**src/rtl/flash_wgate_pkg.sv**
```systemverilog
package flash_wgate_pkg;
    localparam int ST_SWAP = 0;
    localparam int ST_WEN  = 1;
    localparam int ST_IEN  = 2;
    localparam int ST_DONE = 3;
    localparam int ST_ERR  = 4;
    localparam int ST_BUSY = 5;

    typedef enum logic {
        SEL_STATUS = 1'b0,
        SEL_SECTOR = 1'b1
    } reg_sel_e;
endpackage

```
**src/rtl/flash_addr_remap.sv**
```systemverilog
module flash_addr_remap #(
    parameter int ADDR_W  = 16,
    parameter int WIN_W   = 11,
    parameter logic [ADDR_W-1:0] LO_BASE = 16'h1800,
    parameter logic [ADDR_W-1:0] HI_BASE = 16'hF800
) (
    input  logic              swap,
    input  logic [ADDR_W-1:0] addr_in,
    output logic [ADDR_W-1:0] addr_out
);
    localparam int TAG_W = ADDR_W - WIN_W;

    logic [TAG_W-1:0] tag;
    logic             in_lo;
    logic             in_hi;

    always_comb begin
        tag   = addr_in[ADDR_W-1:WIN_W];
        in_lo = (tag == LO_BASE[ADDR_W-1:WIN_W]);
        in_hi = (tag == HI_BASE[ADDR_W-1:WIN_W]);
        addr_out = addr_in;
        if (swap && in_lo) begin
            addr_out = {HI_BASE[ADDR_W-1:WIN_W], addr_in[WIN_W-1:0]};
        end else if (swap && in_hi) begin
            addr_out = {LO_BASE[ADDR_W-1:WIN_W], addr_in[WIN_W-1:0]};
        end
    end
endmodule

```
**src/rtl/flash_cmd_gate.sv**
```systemverilog
module flash_cmd_gate #(
    parameter int ADDR_W = 16,
    parameter int SECT_W = 3
) (
    input  logic                  cmd_valid,
    input  logic                  busy,
    input  logic                  wen,
    input  logic [ADDR_W-1:0]     phys_addr,
    input  logic [(1<<SECT_W)-1:0] sect_en,
    output logic                  gate_hit,
    output logic                  accept,
    output logic                  reject
);
    localparam int NSECT = 1 << SECT_W;

    logic [SECT_W-1:0] sect_idx;
    logic [NSECT-1:0]  sect_sel;

    assign sect_idx = phys_addr[ADDR_W-1 -: SECT_W];

    for (genvar g = 0; g < NSECT; g++) begin : g_sect
        assign sect_sel[g] = (sect_idx == SECT_W'(g));
    end

    always_comb begin
        gate_hit = wen && (|(sect_sel & sect_en));
        accept   = cmd_valid && !busy && gate_hit;
        reject   = cmd_valid && !busy && !gate_hit;
    end
endmodule

```
**src/rtl/flash_wgate_regs.sv**
```systemverilog
module flash_wgate_regs
    import flash_wgate_pkg::*;
#(
    parameter int ADDR_W = 16,
    parameter int DATA_W = 8,
    parameter int NSECT  = 8
) (
    input  logic              clk,
    input  logic              rst_n,
    input  logic              reg_wr_en,
    input  logic              reg_sel,
    input  logic [DATA_W-1:0] reg_wdata,
    output logic [DATA_W-1:0] reg_rdata,
    input  logic              accept,
    input  logic              reject,
    input  logic              cmd_erase,
    input  logic [ADDR_W-1:0] cmd_phys,
    input  logic [DATA_W-1:0] cmd_wdata,
    input  logic              flash_done,
    output logic              swap,
    output logic              wen,
    output logic              ien,
    output logic              done,
    output logic              busy,
    output logic [NSECT-1:0]  sect_en,
    output logic              flash_strobe,
    output logic              flash_erase,
    output logic [ADDR_W-1:0] flash_addr,
    output logic [DATA_W-1:0] flash_wdata
);
    typedef struct packed {
        logic              swap;
        logic              wen;
        logic              ien;
        logic              done;
        logic              err;
        logic              busy;
        logic [NSECT-1:0]  sect_en;
        logic              strobe;
        logic              erase;
        logic [ADDR_W-1:0] addr;
        logic [DATA_W-1:0] wdata;
    } state_t;

    state_t s_d, s_q;

    always_comb begin
        s_d        = s_q;
        s_d.strobe = 1'b0;
        if (reg_wr_en) begin
            if (reg_sel == SEL_STATUS) begin
                s_d.swap = reg_wdata[ST_SWAP];
                s_d.wen  = reg_wdata[ST_WEN];
                s_d.ien  = reg_wdata[ST_IEN];
                if (reg_wdata[ST_DONE]) s_d.done = 1'b0;
                if (reg_wdata[ST_ERR])  s_d.err  = 1'b0;
            end else begin
                s_d.sect_en = reg_wdata[NSECT-1:0];
            end
        end
        if (s_q.busy && flash_done) begin
            s_d.busy = 1'b0;
            s_d.done = 1'b1;
        end
        if (accept) begin
            s_d.busy   = 1'b1;
            s_d.strobe = 1'b1;
            s_d.erase  = cmd_erase;
            s_d.addr   = cmd_phys;
            s_d.wdata  = cmd_wdata;
        end
        if (reject) begin
            s_d.err = 1'b1;
        end
    end

    always_ff @(posedge clk or negedge rst_n) begin
        if (!rst_n) s_q <= '0;
        else        s_q <= s_d;
    end

    always_comb begin
        reg_rdata = '0;
        if (reg_sel == SEL_STATUS) begin
            reg_rdata[ST_SWAP] = s_q.swap;
            reg_rdata[ST_WEN]  = s_q.wen;
            reg_rdata[ST_IEN]  = s_q.ien;
            reg_rdata[ST_DONE] = s_q.done;
            reg_rdata[ST_ERR]  = s_q.err;
            reg_rdata[ST_BUSY] = s_q.busy;
        end else begin
            reg_rdata[NSECT-1:0] = s_q.sect_en;
        end
    end

    assign swap         = s_q.swap;
    assign wen          = s_q.wen;
    assign ien          = s_q.ien;
    assign done         = s_q.done;
    assign busy         = s_q.busy;
    assign sect_en      = s_q.sect_en;
    assign flash_strobe = s_q.strobe;
    assign flash_erase  = s_q.erase;
    assign flash_addr   = s_q.addr;
    assign flash_wdata  = s_q.wdata;
endmodule

```
**src/rtl/flash_wgate_ctrl.sv**
```systemverilog
module flash_wgate_ctrl #(
    parameter int ADDR_W = 16,
    parameter int DATA_W = 8,
    parameter int SECT_W = 3,
    parameter int WIN_W  = 11
) (
    input  logic              clk,
    input  logic              rst_n,
    input  logic              reg_wr_en,
    input  logic              reg_sel,
    input  logic [DATA_W-1:0] reg_wdata,
    output logic [DATA_W-1:0] reg_rdata,
    input  logic [ADDR_W-1:0] cpu_addr,
    output logic [ADDR_W-1:0] phys_addr,
    input  logic              cmd_valid,
    input  logic              cmd_erase,
    input  logic [ADDR_W-1:0] cmd_addr,
    input  logic [DATA_W-1:0] cmd_wdata,
    output logic              flash_strobe,
    output logic              flash_erase,
    output logic [ADDR_W-1:0] flash_addr,
    output logic [DATA_W-1:0] flash_wdata,
    input  logic              flash_done,
    output logic              irq
);
    localparam int NSECT = 1 << SECT_W;

    logic              swap, wen, ien, done, busy;
    logic [NSECT-1:0]  sect_en;
    logic [ADDR_W-1:0] cmd_phys;
    logic              gate_hit, accept, reject;

    flash_addr_remap #(.ADDR_W(ADDR_W), .WIN_W(WIN_W)) i_remap_cpu (
        .swap     (swap),
        .addr_in  (cpu_addr),
        .addr_out (phys_addr)
    );

    flash_addr_remap #(.ADDR_W(ADDR_W), .WIN_W(WIN_W)) i_remap_cmd (
        .swap     (swap),
        .addr_in  (cmd_addr),
        .addr_out (cmd_phys)
    );

    flash_cmd_gate #(.ADDR_W(ADDR_W), .SECT_W(SECT_W)) i_gate (
        .cmd_valid (cmd_valid),
        .busy      (busy),
        .wen       (wen),
        .phys_addr (cmd_phys),
        .sect_en   (sect_en),
        .gate_hit  (gate_hit),
        .accept    (accept),
        .reject    (reject)
    );

    flash_wgate_regs #(.ADDR_W(ADDR_W), .DATA_W(DATA_W), .NSECT(NSECT)) i_regs (
        .clk          (clk),
        .rst_n        (rst_n),
        .reg_wr_en    (reg_wr_en),
        .reg_sel      (reg_sel),
        .reg_wdata    (reg_wdata),
        .reg_rdata    (reg_rdata),
        .accept       (accept),
        .reject       (reject),
        .cmd_erase    (cmd_erase),
        .cmd_phys     (cmd_phys),
        .cmd_wdata    (cmd_wdata),
        .flash_done   (flash_done),
        .swap         (swap),
        .wen          (wen),
        .ien          (ien),
        .done         (done),
        .busy         (busy),
        .sect_en      (sect_en),
        .flash_strobe (flash_strobe),
        .flash_erase  (flash_erase),
        .flash_addr   (flash_addr),
        .flash_wdata  (flash_wdata)
    );

    assign irq = done && ien;
endmodule

```
**config.mk**
```make
export PLATFORM = sky130hd
export DESIGN_NAME = flash_wgate_ctrl
export DESIGN_NICKNAME = d
export VERILOG_FILES = /design/src/rtl/flash_wgate_pkg.sv /design/src/rtl/flash_addr_remap.sv /design/src/rtl/flash_cmd_gate.sv /design/src/rtl/flash_wgate_regs.sv /design/src/rtl/flash_wgate_ctrl.sv
export SDC_FILE = /design/constraint.sdc
export NUM_CORES = 1
export LEC_CHECK = 0
export ABC_AREA = 0
export CAP_MARGIN = 20
export CORE_MARGIN = 10
export CORE_UTILIZATION = 41
export DETAILED_ROUTE_END_ITERATION = 8
export PLACE_DENSITY_LB_ADDON = 0.12
export SYNTH_ARGS = -nofsm -noshare
export SYNTH_HDL_FRONTEND = slang
export SYNTH_SLANG_ARGS = --single-unit
```
**constraint.sdc**
```tcl
create_clock -name clk -period 2.7 [get_ports clk]
set_clock_uncertainty 0.15 [all_clocks]
set_input_delay 0.405 -clock clk [delete_from_list [all_inputs] [get_ports clk]]
set_output_delay 0.405 -clock clk [all_outputs]
set_load 0.01 [all_outputs]
```
# After elaboration in Yosys (flattened, before gate mapping)
# Index checks and enable logic that the tools add are counted.
# W data, S select, Z words.
[word_totals]
regBits = 40
input_bits = 55
word_cells = 64
[op_classes]
n_eq_ne = 13
muxes = 15
n_bitwise = 2
reduce_logical = 23
[op_table]
columns = ["operator", "n"]
rows = [
  ["$mux W16", 4],
  ["$mux W26", 1],
  ["$eq A3 B3 Y1 const B", 4],
  ["$eq A5 B2 Y1 const B", 2],
  ["$eq A5 B5 Y1 const B", 2],
  ["$logic_and A1 B1 Y1", 10],
  ["$reduce_bool A2 Y1", 5],
  ["$and A8 B8 Y8", 1],
  ["$reduce_or A8 Y1", 1],
  ["$eq A3 B2 Y1 const B", 2],
  ["$mux W1", 6],
  ["$mux W2", 3],
  ["$mux W6", 1],
  ["$reduce_and A3 Y1", 2],
  ["$ne A2 B1 Y1 const B", 2],
  ["$reduce_and A2 Y1", 2],
  ["$eq A3 B1 Y1 const B", 1],
  ["$logic_not A3 Y1", 1],
  ["$logic_not A1 Y1", 2],
  ["$not A1 Y1", 1],
]

# Longest topological paths before layout
[logic_depth]
word_depth = 12
mapped_depth = 8
mapped_depth_nobuf = 6

# Cells and area by module
# Synthesis repeated with hierarchy kept, for this count alone.
[hier_totals]
cells_unflattened = 194
area_unflattened_um2 = 2287.2
[by_module_without_submodules]
columns = ["mod", "n_inst", "cells_per_inst", "area_each_um2"]
rows = [
  ["flash_wgate_regs", 1, 129, 1868.0],
  ["flash_addr_remap", 2, 26, 157.7],
  ["flash_cmd_gate", 1, 12, 97.6],
  ["flash_wgate_ctrl", 1, 1, 6.3],
]

# Least setup slack after synthesis
# OpenSTA, ideal clock, no wires.
[synth_timing]
kind = "in2reg"
startpoint = "input port cmd_addr[11]"
endpoint = "register i_regs.s_q, in the netlist i_regs.flash_addr[0]"
arrival_ns = 1.856
setup_slack_ns = 0.569
cell_stages = 7
path_cell_list = "and3_1 > buf_4 > a211o_1 > nand4b_4 > nand4_4 > buf_6 > mux2_4"
[synth_between]
elab_chain_cells = 9
word_cells_on_any_way = 18
[synth_lines]
columns = ["element", "line_no", "text"]
rows = [
  ["from (decl)", "flash_wgate_ctrl.sv:17", "input logic [ADDR_W-1:0] cmd_addr,"],
  ["$eq A5 B5 Y1", "flash_addr_remap.sv:20", "in_hi = (tag == HI_BASE[ADDR_W-1:WIN_W]);"],
  ["$logic_and A1 B1 Y1", "flash_addr_remap.sv:24", "end else if (swap && in_hi) begin"],
  ["$mux W16", "flash_addr_remap.sv:24", ""],
  ["$mux W16 (*)", "flash_addr_remap.sv:22", "if (swap && in_lo) begin"],
  ["$eq A3 B1 Y1 (tied with other cells)", "flash_cmd_gate.sv:22", "assign sect_sel[g] = (sect_idx == SECT_W'(g));"],
  ["$and A8 B8 Y8", "flash_cmd_gate.sv:26", "gate_hit = wen && (|(sect_sel & sect_en));"],
  ["$reduce_or A8 Y1", "flash_cmd_gate.sv:26", ""],
  ["$logic_and A1 B1 Y1", "flash_cmd_gate.sv:26", ""],
  ["$logic_and A1 B1 Y1", "flash_cmd_gate.sv:27", "accept = cmd_valid && !busy && gate_hit;"],
  ["to (signal assigned)", "flash_wgate_regs.sv:78", "if (!rst_n) s_q <= '0;"],
  ["to (signal assigned)", "flash_wgate_regs.sv:79", "else s_q <= s_d;"],
  ["to (decl)", "flash_wgate_regs.sv:45", "state_t s_d, s_q;"],
]
# Mark *: on every way between the ends. The rest lies on a longest branch, timed or not.
# A chain may end at the register's enable or synchronous reset.

# Final worst setup path
[layout_timing]
startpoint = "input port reg_sel"
endpoint = "output port reg_rdata[1]"
[layout_between]
elab_chain_cells = 1
[layout_lines]
columns = ["element", "line_no", "text"]
rows = [
  ["from (decl)", "flash_wgate_ctrl.sv:10", "input logic reg_sel,"],
  ["$mux W6", "flash_wgate_regs.sv:84", "if (reg_sel == SEL_STATUS) begin"],
  ["to (decl)", "flash_wgate_ctrl.sv:12", "output logic [DATA_W-1:0] reg_rdata,"],
]
# No other way between the ends.

==> run_results.csv <==
group,metric,value,unit
status,status,"complete, no violations",
synthesis,synth_area_leaders,"dfrtp_1, buf_4, mux2_4",
synthesis,synth-compound-area-share,5.653,%
job,drv_cap,0,
route,avgRoutedWirePerCell,16.34,microns
final_layout,final_cell_area,0.002945,sq mm
floorplan,die_w,93.48,microns
global_route,antenna_found_initial,0,
global_route,grt_max_degree,41,
sta,slew_headroom,41.46,%
final_layout,drive_above_1_share,23.31,%
route,drt_iter0_drc,24,
synthesis,synth_fa_ha_area_share,0,%
final_layout,layout.nets,291,
place,dp_slack,-36.52,ps
floorplan,io_pins,106,
final_layout,instances_no_fill,306,
synthesis,synth_largest_area_cell,"dfrtp_1",
power,p_switching,0.6741,mW
cts,clk_pin_slew,80,ps
power,clock_power_share,15.4,%
final_layout,num_antenna_cells,0,
global_route,grt_pass1_wl,8017,microns
sta,fin_crit,2598,ps
cts,cts.sinks,40,
floorplan,rows,26,
global_route,first_global_vias,1528,
synthesis,ys_seq_elements,40,
route,ant_nets,0,
cts,cts_buffers,5,
cts,post_cts_buffers,0,
final_layout,utilization,56.94,%
route,wl,5001,microns
final_layout,multi_input_area,887.1,sq um
sta,tns,0,ps
sta,setup_viol,0,
cts,post_cts_resize_count,0,
floorplan,dieArea,0.008738,sq mm
synthesis,syn_area,0.002213,sq mm
synthesis,synth_async_sr_flop_share,100.0,%
sta,hold_viol,0,
place,placed_cell_area,0.002868,sq mm
route,routed-via-count,1460,
power,power.density,811.8,mW/mm^2
power,combPwrFrac,44.6,%
synthesis,yosysTopAreaCellShare,45.22,%
route,drtPass1Iterations,4,
power,ir_drop,0.2930,mV
cts,root_buffer,"clkbuf_8",
place,io_buffers,83,
sta,rsz0062_at_grt,"no",
cts,hold_buffers,0,
synthesis,ys_types,29,
critical_path,crit_path_end_kind,"output port",
cts,clock_latency,280,ps
route,drc_errors,0,
power,seqPwrFrac,40.0,%
power,power,2.391,mW
critical_path,crit_type,"in2out",
synthesis,synth_flop_cell,"dfrtp_1",
floorplan,die_h,93.48,microns
place,gp_congestion,0.8156,
synthesis,synth-simple-area-share,10.06,%
synthesis,synth.most_common_cell,"dfrtp_1",
place,dp_hpwl,3875,microns
route,viasPerCell,4.771,
power,p_int,1.717,mW
cts,clockBufferDepth,2,
synthesis,ys_warn_count,0,
synthesis,avgSynthCellArea,11.96,sq um
sta,worst_pin_slew,878.1,ps
power,power.leakage,1.294,nW
sta,slew_viol_final,0,
global_route,overflow,0,
critical_path,arrival,2040,ps
sta,setup_ws,102.1,ps
synthesis,synth_xor_area_share,0,%
global_route,grt_usage,11.55,%
final_layout,fill_cells,452,
min_path,hp-class,"in2async",
synthesis,muxShareOfSynthArea,24.36,%
cts,cts_tree,"done",
sta,fin_crit_sh,96.22,%
critical_path,cp_data_required_time,2140,ps
synthesis,synthTopCellsByCount,"dfrtp_1, buf_4, mux2_2",
sta,timing.hold.ws,92.79,ps
final_layout,syn2layout_area_growth,33.07,%
critical_path,worst-path-max-fanout,11,
synthesis,synth_fp_nets,240,
synthesis,synth-edff-count,0,
floorplan,coreArea,0.005172,sq mm
final_layout,register_area,0.001001,sq mm
sta,fmax,384.9,MHz
floorplan,initial_core_util,42.79,%
synthesis,synth_top_family_by_area,"multiplexers",
power,p_sw_share,28.19,%
critical_path,r2r_slack,450,ps
place,dpl.cell_count,299,
synthesis,synthCells,185,
cts,cts_max_level,2,
synthesis,seq_area_frac_synth,45.22,%
critical_path,crit_path_start_kind,"input pin",
-- flip-flops by register name, indices dropped and copies added, names as in the netlist --
| register | flops |
|---|---|
| i_regs.flash_wdata | 8 |
| i_regs.sect_en | 8 |
| i_regs.flash_addr | 16 |
| i_regs.wen | 1 |
| i_regs.flash_erase | 1 |
| i_regs.ien | 1 |
| i_regs.done | 1 |
| i_regs.swap | 1 |
| i_regs.s_q | 1 |
| i_regs.busy | 1 |
| i_regs.flash_strobe | 1 |
-- layer usage --
metal | vias to the layer above | part of all wire (%) | global-route usage (%)
met4 | 0 | 1.0 | 3.342
li1 | 698 | - | -
met3 | 8 | 14 | 6.555
met2 | 75 | 43 | 16.18
met5 | - | 0 | 0
met1 | 679 | 43 | 14.70
-- power groups by stage --
stage               combinational (mW)  sequential, mW  clock, mW
floorplan                        0.772           0.934          0
global placement                  1.07           0.970          0
detailed placement                1.08           0.967          0
CTS                               1.09           0.958      0.382
global route                      1.14           0.990      0.411
finish                            1.07           0.956      0.369
-- cell families after synthesis --
kind of cell	count (synthesis)
and+or+nand+nor	37
buffers and inverters	46
DFF	40
muxes	42
AOI/OAI and AO/OA	20
-- path summary, 6_finish.rpt --
| check | from | end | cells after the start |
|---|---|---|---|
| max | reg_sel | reg_rdata[1] | 3 |
| min | rst_n | i_regs.sect_en[6] | 1 |
| max reg2reg | i_regs.swap | i_regs.flash_addr[11] | 7 |
| min reg2reg | i_regs.flash_wdata[1] | i_regs.flash_wdata[1] | 1 |
| max in group asynchronous | rst_n | i_regs.flash_wdata[6] | 1 |
| min in group clk | i_regs.flash_wdata[1] | i_regs.flash_wdata[1] | 1 |
-- critical path, stage by stage --
cell and delay, ps:
clkdlybuf4s50_1 750, mux2_2 390, clkdlybuf4s50_1 500
-- placed cells by master (no fill, tap or decap), drive strengths merged, types with 4 or more instances in the layout --
master / count
nor2b: 5
and2: 4
o21ai: 9
buf: 5
nand2: 9
mux2: 41
clkbuf: 6
clkdlybuf4s50: 82
dfrtp: 40
nor2: 9
-- layout make-up --
type	count	area share [%]
clock buffer	6	2.464
clock inverter	1	0.1699
inverter	3	0.3823
multi-input combinational	99	30.12
sequential	40	33.98
tap	70	2.974
timing repair buffer	87	29.91
Power figures use the tool's default switching activity.
